==> src/rtl/pci_lat_pkg.sv <==
package pci_lat_pkg;
  localparam int TGT_BIT = 12;
  localparam int MST_BIT = 11;
  localparam int CH_MST  = 0;
  localparam int CH_TGT  = 1;
  localparam int N_CH    = 2;

  typedef enum logic {
    BUS_IDLE = 1'b0,
    BUS_BUSY = 1'b1
  } bus_st_e;
endpackage

==> src/rtl/pci_phase_trk.sv <==
module pci_phase_trk
  import pci_lat_pkg::*;
(
  input  logic clk_i,
  input  logic rst_ni,
  input  logic frame_ni,
  input  logic irdy_ni,
  input  logic trdy_ni,
  input  logic stop_ni,
  output logic busy_o,
  output logic first_o,
  output logic step_o,
  output logic restart_o
);
  bus_st_e st_q;
  logic    first_q;
  logic    start, done, abort;

  assign start = (st_q == BUS_IDLE) && !frame_ni;
  assign done  = (st_q == BUS_BUSY) && !irdy_ni && (!trdy_ni || !stop_ni);
  // master gave up without a final data phase
  assign abort = (st_q == BUS_BUSY) && frame_ni && irdy_ni;

  always_ff @(posedge clk_i or negedge rst_ni) begin
    if (!rst_ni) begin
      st_q    <= BUS_IDLE;
      first_q <= 1'b0;
    end else begin
      case (st_q)
        BUS_IDLE: if (start) begin
          st_q    <= BUS_BUSY;
          first_q <= 1'b1;
        end
        default: if (done) begin
          first_q <= 1'b0;
          if (frame_ni) st_q <= BUS_IDLE;
        end else if (abort) begin
          st_q <= BUS_IDLE;
        end
      endcase
    end
  end

  assign busy_o    = (st_q == BUS_BUSY);
  assign first_o   = first_q;
  assign step_o    = (st_q == BUS_BUSY);
  assign restart_o = start || done || abort;
endmodule

==> src/rtl/pci_lat_cnt.sv <==
module pci_lat_cnt #(
  parameter int CNT_W = 5
) (
  input  logic             clk_i,
  input  logic             rst_ni,
  input  logic             restart_i,
  input  logic             step_i,
  input  logic             rsp_i,
  input  logic [CNT_W-1:0] lim_i,
  output logic             viol_o
);
  logic [CNT_W-1:0] cnt_q, cnt_nxt;
  logic             seen_q;

  assign cnt_nxt = cnt_q + CNT_W'(1);
  // edge lim+1 reached with no earlier answer: late, flagged once
  assign viol_o  = step_i && !seen_q && (cnt_nxt == lim_i + CNT_W'(1));

  always_ff @(posedge clk_i or negedge rst_ni) begin
    if (!rst_ni) begin
      cnt_q  <= '0;
      seen_q <= 1'b0;
    end else if (restart_i) begin
      cnt_q  <= '0;
      seen_q <= 1'b0;
    end else if (step_i) begin
      seen_q <= seen_q || rsp_i;
      if (!seen_q && (cnt_q <= lim_i)) cnt_q <= cnt_nxt;
    end
  end
endmodule

==> src/rtl/pci_lat_regs.sv <==
module pci_lat_regs
  import pci_lat_pkg::*;
(
  input  logic            clk_i,
  input  logic            rst_ni,
  input  logic [N_CH-1:0] set_i,
  input  logic [N_CH-1:0] clr_i,
  input  logic            mask_we_i,
  input  logic [N_CH-1:0] mask_d_i,
  output logic [N_CH-1:0] stat_o,
  output logic [N_CH-1:0] mask_o,
  output logic            irq_o
);
  logic [N_CH-1:0] stat_q, mask_q;

  always_ff @(posedge clk_i or negedge rst_ni) begin
    if (!rst_ni) begin
      stat_q <= '0;
      mask_q <= '0;
    end else begin
      stat_q <= (stat_q & ~clr_i) | set_i;  // new event wins over clear
      if (mask_we_i) mask_q <= mask_d_i;
    end
  end

  assign stat_o = stat_q;
  assign mask_o = mask_q;
  assign irq_o  = |(stat_q & mask_q);
endmodule

==> src/rtl/pci_lat_mon.sv <==
module pci_lat_mon
  import pci_lat_pkg::*;
#(
  parameter int TGT_FIRST_LIM = 16,
  parameter int DATA_LIM      = 8,
  parameter int REG_W         = 16
) (
  input  logic             clk_i,
  input  logic             rst_ni,
  input  logic             frame_ni,
  input  logic             irdy_ni,
  input  logic             trdy_ni,
  input  logic             stop_ni,
  input  logic             reg_wr_i,
  input  logic             reg_sel_i,
  input  logic [REG_W-1:0] reg_wdata_i,
  output logic [REG_W-1:0] reg_rdata_o,
  output logic             irq_o
);
  localparam int MAX_LIM = (TGT_FIRST_LIM > DATA_LIM) ? TGT_FIRST_LIM : DATA_LIM;
  localparam int CNT_W   = $clog2(MAX_LIM + 2);

  logic            busy, first, step, restart;
  logic [N_CH-1:0] rsp, viol, clr_bits, mask_d, stat_q, mask_q;
  logic [CNT_W-1:0] lim [N_CH];
  logic            unused_wdata;

  pci_phase_trk u_trk (
    .clk_i, .rst_ni, .frame_ni, .irdy_ni, .trdy_ni, .stop_ni,
    .busy_o(busy), .first_o(first), .step_o(step), .restart_o(restart)
  );

  assign rsp[CH_TGT] = !trdy_ni || !stop_ni;
  assign rsp[CH_MST] = !irdy_ni;
  assign lim[CH_TGT] = first ? CNT_W'(TGT_FIRST_LIM) : CNT_W'(DATA_LIM);
  assign lim[CH_MST] = CNT_W'(DATA_LIM);

  for (genvar c = 0; c < N_CH; c++) begin : g_ch
    pci_lat_cnt #(.CNT_W(CNT_W)) u_cnt (
      .clk_i, .rst_ni,
      .restart_i(restart), .step_i(step), .rsp_i(rsp[c]),
      .lim_i(lim[c]), .viol_o(viol[c])
    );
  end

  assign clr_bits[CH_TGT] = reg_wr_i && !reg_sel_i && reg_wdata_i[TGT_BIT];
  assign clr_bits[CH_MST] = reg_wr_i && !reg_sel_i && reg_wdata_i[MST_BIT];
  assign mask_d[CH_TGT]   = reg_wdata_i[TGT_BIT];
  assign mask_d[CH_MST]   = reg_wdata_i[MST_BIT];
  assign unused_wdata     = ^reg_wdata_i;

  pci_lat_regs u_regs (
    .clk_i, .rst_ni,
    .set_i(viol), .clr_i(clr_bits),
    .mask_we_i(reg_wr_i && reg_sel_i), .mask_d_i(mask_d),
    .stat_o(stat_q), .mask_o(mask_q), .irq_o(irq_o)
  );

  always_comb begin
    reg_rdata_o          = '0;
    reg_rdata_o[TGT_BIT] = reg_sel_i ? mask_q[CH_TGT] : stat_q[CH_TGT];
    reg_rdata_o[MST_BIT] = reg_sel_i ? mask_q[CH_MST] : stat_q[CH_MST];
  end
endmodule

==> config.mk <==
export PLATFORM = sky130hd
export DESIGN_NAME = pci_lat_mon
export DESIGN_NICKNAME = d
export VERILOG_FILES = /design/src/rtl/pci_lat_pkg.sv /design/src/rtl/pci_phase_trk.sv /design/src/rtl/pci_lat_cnt.sv /design/src/rtl/pci_lat_regs.sv /design/src/rtl/pci_lat_mon.sv
export SDC_FILE = /design/constraint.sdc
export NUM_CORES = 1
export LEC_CHECK = 0
export ABC_AREA = 1
export BUFFER_PORTS_ARGS = -buffer_cell sky130_fd_sc_hd__buf_4
export CAP_MARGIN = 0
export CORE_MARGIN = 2
export CORE_UTILIZATION = 45
export CTS_CLUSTER_SIZE = 20
export DETAILED_ROUTE_END_ITERATION = 8
export PLACE_DENSITY = 0.69
export SYNTH_ARGS = -nofsm -noshare
export SYNTH_HDL_FRONTEND = slang
export SYNTH_HIERARCHICAL = 1
export SYNTH_SLANG_ARGS = --single-unit
==> constraint.sdc <==
create_clock -name clk_i -period 1.9 [get_ports clk_i]
set_input_delay 0.19 -clock clk_i [delete_from_list [all_inputs] [get_ports clk_i]]
set_output_delay 0.19 -clock clk_i [all_outputs]
set_load 0.005 [all_outputs]
; ---- Yosys cells after proc, flatten, opt, wreduce, memory -nomap -nowiden
; Cells that the tools add are included.
[word_totals]
latch_bits = 0
ram_bits = 0
in_bits = 24
ff_bits = 18
memories = 0
rom_bits = 0
word_cells = 77
[classes]
bitwise_logic = 5
magnitude_cmp = 2
n_eq_ne = 3
n_mul = 0
shifts = 0
n_div = 0
add_sub_neg = 3
reduce_logical = 35
muxes = 21
[op_table]
columns = cell, n
row1 = 5-bit two-way mux, 7
row2 = "5-bit by 1-bit adder with 5-bit output, second input constant", 3
row3 = 1-bit logical AND, 15
row4 = 1-bit two-way mux, 14
row5 = 2-bit nonzero test, 4
row6 = 1-bit zero test, 7
row7 = 2-bit AND reduction, 3
row8 = "5-bit by 4-bit == test with 1-bit output, second input constant", 1
row9 = 5-bit == test, 1
row10 = "5-bit by 4-bit less-or-equal comparator with 1-bit output, second input constant", 1
row11 = 5-bit less-or-equal comparator, 1
row12 = 1-bit logical OR, 5
row13 = 2-bit AND, 2
row14 = "2-bit != test, second input constant", 1
row15 = 2-bit inverter, 1
row16 = 2-bit OR, 1
row17 = 2-bit OR reduction, 1
row18 = 1-bit inverter, 1

; ---- Logic depth before layout (Yosys ltp)
; Gate-level depths: netlist of the first run.
[logic_depth]
depth_word = 7
ltp_mapped = 11
depth_no_buf = 11

; ---- By module
; Netlist of the first run, hierarchy kept.
[by_module_without_submodules]
columns = mod, cells_each, n_inst, seq_area_each_um2, area_each_um2
row1 = pci_lat_cnt, 100, 2, 150.1, 640.6
row2 = pci_lat_mon, 33, 1, 0.0, 178.9
row3 = pci_lat_regs, 22, 1, 100.1, 167.7
row4 = pci_phase_trk, 13, 1, 50.0, 102.6

; ---- Worst setup path before layout of the first run
; Ideal clock, no wire load.
[synth_path]
kind = register -> register
start = register u_trk.first_q, in the netlist u_trk/first_o
end = register g_ch[1].u_cnt.cnt_q[1]
stages_incl_launch_ff = 10
setup_slack_ns = 0.444
t_arrival_ns = 1.339
period_less_slack_ns = 1.456
setup_ns = 0.117
n_path_buf = 0
cell_sequence = dfrtp_1 > inv_1 > inv_1 > ha_1 > nand2_1 > nor2_1 > a21oi_2 > nand2_2 > nand2_1 > nand2_1
[synth_lines]
columns = item, line
row1 = start: declaration, pci_phase_trk.sv:16  ; logic first_q;
row2 = start signal: assignment, pci_phase_trk.sv:27  ; first_q <= 1'b0;
row3 = start signal: assignment, pci_phase_trk.sv:32  ; first_q <= 1'b1;
row4 = start signal: assignment, pci_phase_trk.sv:35  ; first_q <= 1'b0;
row5 = end signal: assignment, pci_lat_cnt.sv:28  ; if (!seen_q && (cnt_q <= lim_i)) cnt_q <= cnt_nxt;
row6 = end: declaration, pci_lat_cnt.sv:12  ; logic [CNT_W-1:0] cnt_q, cnt_nxt;

==> results of run 1 <==
-- power breakdown --
part | total, mW | switching (mW) | internal, mW | leakage, nW
clock | 0.308 | 0.124 | 0.184 | 0.0288
sequential | 0.554 | 0.0923 | 0.462 | 0.235
combinational | 0.620 | 0.353 | 0.267 | 0.955
total | 1.48 | 0.569 | 0.912 | 1.22
-- cells in the mapped netlist (all sizes together) --
master,count
inv,46
or2,1
xnor2,6
nand4,2
ha,14
dfrtp,18
buf,15
nand3,23
nor2,28
o21bai,2
conb,2
nand2,98
xor2,6
o21ai,1
nor3b,2
a21oi,4
-- cells by family after synthesis --
family	after synthesis
buffers and inverters	61
flip-flops	18
adder cells (fa/ha/maj)	14
other	2
AND/OR/NAND/NOR	154
XOR/XNOR	12
AO/OA/AOI/OAI	7
-- timing repair --
action / 4_1_cts / 5_1_grt
endpoints found under the hold margin: 18 / 0
hold buffers: 1 / 0
buffers inserted: 0 / 0
-- final timing paths --
check / cells past startpoint / endpoint
setup / recovery: 10 / g_ch[1].u_cnt/cnt_q[1]$_DFFE_PN0P_
hold reg to reg: 2 / u_regs/stat_o[0]$_DFF_PN0_
min in group asynchronous: 2 / g_ch[0].u_cnt/cnt_q[4]$_DFFE_PN0P_
max in group asynchronous: 2 / g_ch[1].u_cnt/cnt_q[1]$_DFFE_PN0P_
hold / removal: 2 / u_trk/busy_o$_DFF_PN0_
setup reg to reg: 10 / g_ch[1].u_cnt/cnt_q[1]$_DFFE_PN0P_
-- cell type report --
cell class	instances	share of cell area (%)
Multi-Input combinational cell	233	57.4
Sequential cell	18	22.3
Inverter	46	8.54
Timing Repair Buffer	16	6.07
Tap cell	48	2.97
Clock buffer	4	2.72
-- registers in the layout, summed over array words and instances (netlist names) --
register           cells
u_regs/mask_o          2
g_ch.u_cnt/cnt_q      10
u_trk/first_o          1
u_regs/stat_o          2
u_trk/busy_o           1
g_ch.u_cnt/seen_q      2
-- metal layers --
| layer | track usage [%] | vias up | part of all wire, % |
|---|---|---|---|
| met5 | 0 | - | 0 |
| met1 | 22.2 | 659 | 50 |
| met4 | 1.53 | 0 | 0.47 |
| met2 | 28.7 | 40 | 44 |
| met3 | 3.07 | 2 | 5.9 |
| li1 | - | 851 | - |
-- layout by cell type, fill, tap and decap left out --
cell type and instances:
nand2_1 91, conb_1 46, inv_1 43, nor2_1 28, nand3_1 21, dfrtp_1 18
buf_4 15, ha_1 14, nand2_2 7, xnor2_1 6, xor2_1 6, clkbuf_8 4
inv_2 3, nand4_1 2, nor3b_2 2, o21bai_1 2, nand3_2 2, a21oi_2 2
a21oi_1 2, dlygate4sd3_1 1, or2_1 1, o21ai_0 1
-- stage by stage --
stage / power [mW] / hold slack, ns / util [%]
2_1_floorplan: 1.03 / -0.106 / -
3_3_place_gp: 1.16 / 0.0693 / 53.0
3_5_place_dp: 1.18 / 0.0709 / 53.0
4_1_cts: 1.49 / 0.129 / 54.8
5_1_grt: 1.65 / 0.148 / 54.8
6_report: 1.48 / 0.129 / 54.8
==> metrics, run 1 <==
leakage power=around 1.2 nW; min-delay src=frame_ni; YS warnings=6; post-synth top area share=around a quarter; crit path DAT=1.76 ns; pre-CTS WS=0.280 ns; post-synthesis xor/xnor area fraction=6.07%; Row Count=22; Pins Over Slew Limit=0; global route overflow=0; pin count of the biggest net entering global routing=19; slowest cell delay on critical path=about 0.40 ns; I/O pins=41; CTS root buf=clkbuf_8; Finished Cell Area=between 2000 and 2500 um^2; Startpoint Class=flop; leading area contributor after synthesis=dfrtp_1; Skew-Pair Late Insertion Delay=0.25 ns; port bufs=12; number of cells after detailed placement=360; PD cells=~730 nW/um^2; outcome=finished clean; Vias/cell=between 4 and 5; Yosys cell types=20; fin nets=between 300 and 400; largest family of logic cells by synthesized area=simple AND/OR/NAND/NOR gates; Via Count=approximately 1600; slowest stage cell on the critical path=dfrtp_1; largest cells by area after synthesis=dfrtp_1 26%, nand2_1 20%, ha_1 10%; clock buffer depth=2; Final min period=about 1.6 ns; clk slew on worst S/H paths=0.07 ns; Post-Syn Instances=between 200 and 300; Worst EP required=a little over 2 ns; diode count=0; Worst Setup Path Type=reg -> reg; Final Skew=~0.0018 ns; clock sink total=18; mapped cell area=between 1500 and 2000 um^2; number of global-route vias before repair=around 1400; Crit Reg-Reg Startpoint=u_trk/first_o$_DFFE_PN0P_; 1st-iter DRT viols=29; Yosys reg bits=18; first-pass GRT wire length=between 5 and 6 mm; maxcap violations=0; post-CTS sizing=0; Min-Delay Path Class=in -> reg; initial antenna violation count=0; Max VDD drop=~0.45 mV; critical path capture point type=flop; first-pass iteration count of the detailed router=4; Final Wtd Congestion=0.788; synth-to-layout area growth=16.8%; Crit. Startpoint=u_trk/first_o$_DFFE_PN0P_; flop2flop setup slack=0.28 ns; delay-heaviest family, CP=simple AND/OR/NAND/NOR gates; Buffers & Inverters on Critical Path=2; share of layout cells above drive strength 1=between 10% and 20%; Final WS setup=0.281 ns; Die H=66.0 um; dpl hpwl=roughly 2.5 mm; Layout fillers=376; mux cell area share after synthesis=0%; area of the multi-input gates=between 1000 and 1500 um^2; Finish-stage setup viols=0; Non-Filler Instances=around 370; RSZ-0062 raised after global routing=no; fmax=about 620 MHz; Final TNS setup=0 ns; Tot GR Track Use=between 10% and 20%; hold violation count in the final report=0; Max FO, Critical Path=6; post-placement cell area=around 2000 um^2; core footprint=between 3000 and 4000 um^2; Adder-Cell Fraction of Synth Area=between 10 and 15%; simple-gate share of the synthesized area=approximately two fifths; clock tree from TritonCTS=built; die area=approximately 4400 um^2; Post-Route WL=around 3.0 mm; ANT nets after route=0; CTS Buf Count=3; mean post-synth cell area=roughly 6.5 um^2; initial core utilization=approximately 47%; detailed-route DRC error count=0; Final period util=85.2%; sequential area share after synthesis=about a quarter; Routed WL per cell=~8.1 um; FF/Latch Area=about 450 um^2; critical path cell sequence=inv_1 > inv_1 > ha_1 > nand2_1 > nor2_1 > nand2_1 > nand3_2 > nand2_2 > nand2_1 > nand2_1; Die X=between 60 and 70 um; Crit path top cell by count=nand2_1; H-tree depth=1; fraction of the mapped netlist area in compound gates=~2.7%
No activity file was read; power rests on OpenSTA's default activity.
==> inputs of run 2 (changes only) <==
--- a/config.mk
+++ b/config.mk
@@ -10,7 +10,7 @@
 export CAP_MARGIN = 0
 export CORE_MARGIN = 2
 export CORE_UTILIZATION = 45
-export CTS_CLUSTER_SIZE = 20
+export CTS_CLUSTER_SIZE = 30
 export DETAILED_ROUTE_END_ITERATION = 8
 export PLACE_DENSITY = 0.69
 export SYNTH_ARGS = -nofsm -noshare
==> constraint.sdc (replaced) <==
create_clock -name clk_i -period 2 [get_ports clk_i]
set_input_delay 0.2 -clock clk_i [delete_from_list [all_inputs] [get_ports clk_i]]
set_output_delay 0.2 -clock clk_i [all_outputs]
set_load 0.005 [all_outputs]
==> run 2 against run 1 <==
  * Sequential power fell by 3%
  * Non-clock buffer count down 2
  * Largest power group unchanged
  * Core utilization shrank 0.41 points
  * Sequential share of layout area rose by 0.17 points
  * Global-route usage up 0.12 points
==> metrics, run 2 (same netlist as run 1, synthesis figures left out) <==
outcome=finished clean; Final Skew=0.00192 ns (+0.000105 ns); global route overflow=0 (unchanged); die area=4360 um^2 (unchanged); CTS Buf Count=3 (unchanged); 1st-iter DRT viols=52 (+79%); critical path capture point type=flop; post-route core utilization=54.4% (-0.41 points); clk slew on worst S/H paths=0.06 ns (about the same); first-pass GRT wire length=5.84 mm (+1.6%); fin nets=354 (-0.56%); maxcap violations=0 (unchanged); Routed WL per cell=8.35 um (+3.1%); post-placement cell area=1940 um^2 (-0.77%); initial antenna violation count=0 (unchanged); clock buffer depth=2 (unchanged); pin count of the biggest net entering global routing=19 (unchanged); Skew-Pair Late Insertion Delay=0.25 ns (about the same); Final period util=85.8% (+0.58 points); Max VDD drop=0.417 mV (-6.5%); commonest non-fill, non-tap cell in the layout=nand2_1; Final WS setup=0.284 ns (+0.00308 ns); Tot GR Track Use=16.6% (+0.12 points); I/O pins=41 (unchanged); Max FO, Critical Path=9 (+3); Final TNS setup=0 ns (unchanged); port bufs=12 (unchanged); Pins Over Slew Limit=0 (unchanged); number of global-route vias before repair=1430 (+2.5%); dpl hpwl=2.47 mm (-0.15%); Die H=66.0 um (unchanged); post-CTS sizing=0 (unchanged); Startpoint Class=flop; detailed-route DRC error count=0 (unchanged); synth-to-layout area growth=15.9%; FF/Latch Area=450 um^2 (unchanged); clock tree from TritonCTS=built; Vias/cell=4.20 (-1.2%); ANT nets after route=0 (unchanged); RSZ-0062 raised after global routing=no; Finish-stage setup viols=0 (unchanged); fmax=583 MHz (-5.6%); Layout fillers=400 (+6.4%); Finished Cell Area=2010 um^2 (-0.74%); Final Wtd Congestion=0.829 (+5.3%); Post-Route WL=3.03 mm (+2.6%); first-pass iteration count of the detailed router=4 (unchanged); Final min period=1.72 ns (+0.0969 ns); initial core utilization=46.9% (unchanged); leakage power=1.21 nW (-0.84%); area of the multi-input gates=1160 um^2 (unchanged); Row Count=22 (unchanged); Via Count=1525 (-1.7%); Top reg by flops=g_ch.u_cnt/cnt_q; Worst Setup Path Type=reg -> reg; hold violation count in the final report=0 (unchanged); Worst EP required=2.14 ns (+0.10 ns); crit path DAT=1.86 ns (+0.10 ns); CTS root buf=clkbuf_8; most frequent cells in the layout=91 x nand2_1, 46 x conb_1, 43 x inv_1, 28 x nor2_1, 21 x nand3_1; diode count=0 (unchanged); Die X=66.0 um (unchanged); share of layout cells above drive strength 1=10.5% (-0.56 points); core footprint=3690 um^2 (unchanged); PD cells=697 nW/um^2 (-4.9%); Min-Delay Path Class=in -> reg; H-tree depth=1 (unchanged); clock sink total=18 (unchanged); pre-CTS WS=0.305 ns (+0.0249 ns); Largest register FFs=10 (unchanged)
[run 2: worst paths after layout]
kind | start | end | slack [ns] | cells past startpoint
setup / recovery | u_trk/busy_o$_DFF_PN0_ | g_ch[1].u_cnt/cnt_q[1]$_DFFE_PN0P_ | 0.28 | 6
hold / removal | frame_ni | u_trk/busy_o$_DFF_PN0_ | 0.14 | 2
setup reg to reg | u_trk/busy_o$_DFF_PN0_ | g_ch[1].u_cnt/cnt_q[1]$_DFFE_PN0P_ | 0.28 | 6
hold reg to reg | u_regs/mask_o[0]$_DFFE_PN0P_ | u_regs/mask_o[0]$_DFFE_PN0P_ | 0.50 | 2
max in group asynchronous | rst_ni | g_ch[0].u_cnt/cnt_q[0]$_DFFE_PN0P_ | 1.46 | 2
min in group asynchronous | rst_ni | u_regs/stat_o[0]$_DFF_PN0_ | 0.35 | 2
[run 2: timing repair]
item	in CTS	in global routing
hold buffers	1	0
hold endpoints to repair	18	0
buffers inserted	0	0
[run 2: worst max-delay path, stage by stage, from the launching register on]
cell	delay (ns)
dfrtp_1	0.46
or2_1	0.16
nand3_1	0.33
a21oi_2	0.39
nand2_2	0.14
nand2_1	0.08
nand2_1	0.05
[run 2: layer usage]
layer / vias to the layer above / GRT usage [%] / share of wire [%]
li1: 846 / - / -
met3: 0 / 3.58 / 3.7
met2: 29 / 29.2 / 46
met5: - / 0 / 0
met4: 0 / 1.53 / 0
met1: 650 / 21.8 / 50
[run 2: per-stage QoR]
step	power (mW)	cells	hold slack (ns)
6_report	1.40	363	0.144
5_1_grt	1.56	363	0.150
4_1_cts	1.41	363	0.137
3_5_place_dp	1.11	358	0.0781
3_3_place_gp	1.09	358	0.0782
2_1_floorplan	0.980	312	-0.0956
[run 2: area by class of cell]
cell class              count  area share, %
clock buffers               4           2.74
well taps                  48           2.99
inverters                  46           8.61
repair buffers             14           5.36
multi-input cells         233           57.8
flip-flops and latches     18           22.5
[run 2: power by group]
part | internal, mW | leakage, nW | switching [mW]
logic | 0.245 | 0.945 | 0.328
clock network | 0.175 | 0.0288 | 0.114
registers | 0.439 | 0.235 | 0.0987
==> inputs of run 3 (changes only) <==
--- a/config.mk
+++ b/config.mk
@@ -8,11 +8,13 @@
 export ABC_AREA = 1
 export BUFFER_PORTS_ARGS = -buffer_cell sky130_fd_sc_hd__buf_4
 export CAP_MARGIN = 0
+export CELL_PAD_IN_SITES_DETAIL_PLACEMENT = 0
+export CELL_PAD_IN_SITES_GLOBAL_PLACEMENT = 1
 export CORE_MARGIN = 2
-export CORE_UTILIZATION = 45
+export CORE_UTILIZATION = 40
 export CTS_CLUSTER_SIZE = 30
 export DETAILED_ROUTE_END_ITERATION = 8
-export PLACE_DENSITY = 0.69
+export PLACE_DENSITY = 0.85
 export SYNTH_ARGS = -nofsm -noshare
 export SYNTH_HDL_FRONTEND = slang
 export SYNTH_HIERARCHICAL = 1
==> run 3 against run 2 <==
  * Sequential cell count stayed put
  * Combinational power shrank 0.7%
  * Global-route usage down 2.8 points
  * Sequential share of layout area barely moved
  * Hold slack better by 0.0033 ns
  * Wire length is 0.23% lower
  * Count of clock-buffer cells in the layout did not move
  * Power shrank 0.14%
  * Die area rose by 12%
  * Setup slack gained 0.031 ns
  * Final area grew 0.13%
  * Critical path depth unchanged
==> metrics, run 3 (same netlist as run 1, synthesis figures left out) <==
slowest stage cell on the critical path=dfrtp_1; first-pass iteration count of the detailed router=4 (unchanged); Vias/cell=4.05 (-3.5%); Routed WL per cell=8.28 um (-0.78%); Die X=69.8 um (+5.7%); synth-to-layout area growth=16.1%; Startpoint Class=flop; number of global-route vias before repair=1325 (-7.3%); Max FO, Critical Path=8 (-1); Tot GR Track Use=13.8% (-2.8 points); most frequent cells in the layout=91 x nand2_1, 46 x conb_1, 43 x inv_1, 28 x nor2_1, 21 x nand3_1; share of layout cells above drive strength 1=10.5% (unchanged); I/O pins=41 (unchanged); Crit Reg-Reg Startpoint=u_trk/busy_o$_DFF_PN0_; port bufs=12 (unchanged); Final min period=1.69 ns (-0.0305 ns); Worst path depth=6 (unchanged); clk slew on worst S/H paths=0.07 ns (about the same); initial core utilization=42.3% (-4.6 points); worst reg2reg path endpoint=g_ch[1].u_cnt/cnt_q[4]$_DFFE_PN0P_; global route overflow=0 (unchanged); core footprint=4090 um^2 (+11%); Largest register FFs=10 (unchanged); clock tree from TritonCTS=built; fin nets=354 (unchanged); detailed-route DRC error count=0 (unchanged); delay-heaviest family, CP=simple AND/OR/NAND/NOR gates; Post-Route WL=3.02 mm (-0.23%); RSZ-0062 raised after global routing=no; hold violation count in the final report=0 (unchanged); Worst R2R Path Depth=6 (unchanged); first-pass GRT wire length=5.65 mm (-3.2%); CTS root buf=clkbuf_8; clock sink total=18 (unchanged); clock buffer depth=2 (unchanged); Layout fillers=443 (+11%); Top reg by flops=g_ch.u_cnt/cnt_q; Critical Path End=g_ch[1].u_cnt/cnt_q[4]$_DFFE_PN0P_; Worst EP required=2.15 ns (about the same); slowest cell delay on critical path=0.47 ns (about the same); die area=4870 um^2 (+12%); maxcap violations=0 (unchanged); flop2flop setup slack=0.31 ns (+0.03 ns); Crit. Startpoint=u_trk/busy_o$_DFF_PN0_; crit path DAT=1.84 ns (-0.02 ns); Buffers & Inverters on Critical Path=0 (unchanged); Final period util=84.3% (-1.5 points); Final Skew=0.000996 ns (-0.000926 ns); Max VDD drop=0.415 mV (-0.36%); Pins Over Slew Limit=0 (unchanged); critical path cell sequence=or2_1 > nand3_1 > a21oi_2 > nand2_2 > nand2_1 > nand2_1; PD cells=695 nW/um^2 (-0.26%); Final Wtd Congestion=0.822 (-0.88%); ANT nets after route=0 (unchanged); Finish-stage setup viols=0 (unchanged); fmax=593 MHz (+1.8%); leakage power=1.21 nW (unchanged); pin count of the biggest net entering global routing=19 (unchanged); Min-Delay Path Class=in -> reg; Via Count=1480 (-3.0%); Final TNS setup=0 ns (unchanged); Row Count=23 (+4.5%); Worst Setup Path Type=reg -> reg; initial antenna violation count=0 (unchanged); Crit path top cell by count=nand2_1; Skew-Pair Late Insertion Delay=0.25 ns (about the same); diode count=0 (unchanged); Die H=69.8 um (+5.7%); critical path capture point type=flop; dpl hpwl=2.54 mm (+2.8%); CTS Buf Count=3 (unchanged); outcome=finished clean; 1st-iter DRT viols=38 (-27%); commonest non-fill, non-tap cell in the layout=nand2_1; post-route core utilization=49.1% (-5.2 points); H-tree depth=1 (unchanged)
## run 3: how the worst min path moves through the flow
| stage | cells after the start | slack (ns) | start | end |
|---|---|---|---|---|
| finish | 2 | 0.15 | frame_ni | u_trk/busy_o$_DFF_PN0_ |
| global route | 2 | 0.15 | frame_ni | u_trk/busy_o$_DFF_PN0_ |
| CTS | 2 | 0.15 | frame_ni | u_trk/busy_o$_DFF_PN0_ |
| detailed placement | 1 | 0.08 | rst_ni | u_regs/stat_o[0]$_DFF_PN0_ |
| global placement | 1 | 0.08 | rst_ni | u_regs/stat_o[0]$_DFF_PN0_ |
| floorplan | 0 | -0.1 | rst_ni | g_ch[0].u_cnt/cnt_q[0]$_DFFE_PN0P_ |
## run 3: metrics by stage
step / setup WS (ns) / total power, mW / hold WS [ns] / std cells / area, um^2
finish: 0.314 / 1.40 / 0.147 / 365 / 2010
CTS: 0.304 / 1.41 / 0.146 / 365 / 2010
global route: 0.132 / 1.54 / 0.151 / 365 / 2010
global placement: 0.313 / 1.10 / 0.0795 / 360 / 1940
detailed placement: 0.323 / 1.11 / 0.0774 / 360 / 1940
floorplan: 0.544 / 0.980 / -0.0956 / 312 / 1900
## run 3: final cells by class
type,count,area (um^2),area share (%)
Sequential cell,18,450,22.4
Tap cell,50,62.6,3.12
Inverter,46,173,8.60
Multi-Input combinational cell,233,1160,57.8
Clock buffer,4,55.1,2.74
Timing Repair Buffer,14,108,5.36
## run 3: report_power, final
group | leakage, nW | switching, mW | internal, mW
Sequential | 0.235 | 0.0948 | 0.439
Combinational | 0.945 | 0.324 | 0.244
Clock | 0.0288 | 0.119 | 0.175
Total | 1.21 | 0.538 | 0.858
## run 3: worst reg2reg max path, stage by stage, from the launching register on
cell,delay (ns)
dfrtp_1,0.47
or2_1,0.16
nand3_1,0.29
a21oi_2,0.38
nand2_2,0.15
nand2_1,0.09
nand2_1,0.05
## run 3: repair_timing
item                                   4_1_cts  5_1_grt
resized for setup                            0        0
hold buffers                                 1        0
endpoints found under the hold margin       18        0
setup buffers                                0        0
## run 3: metal layers
metal  vias to the layer above  wire length, um  GRT usage, %
li1                        844                -             -
met1                       600             1580          19.6
met2                        31             1250          21.5
met3                         5              158          3.49
met4                         0               29          2.56
met5                         -                0             0
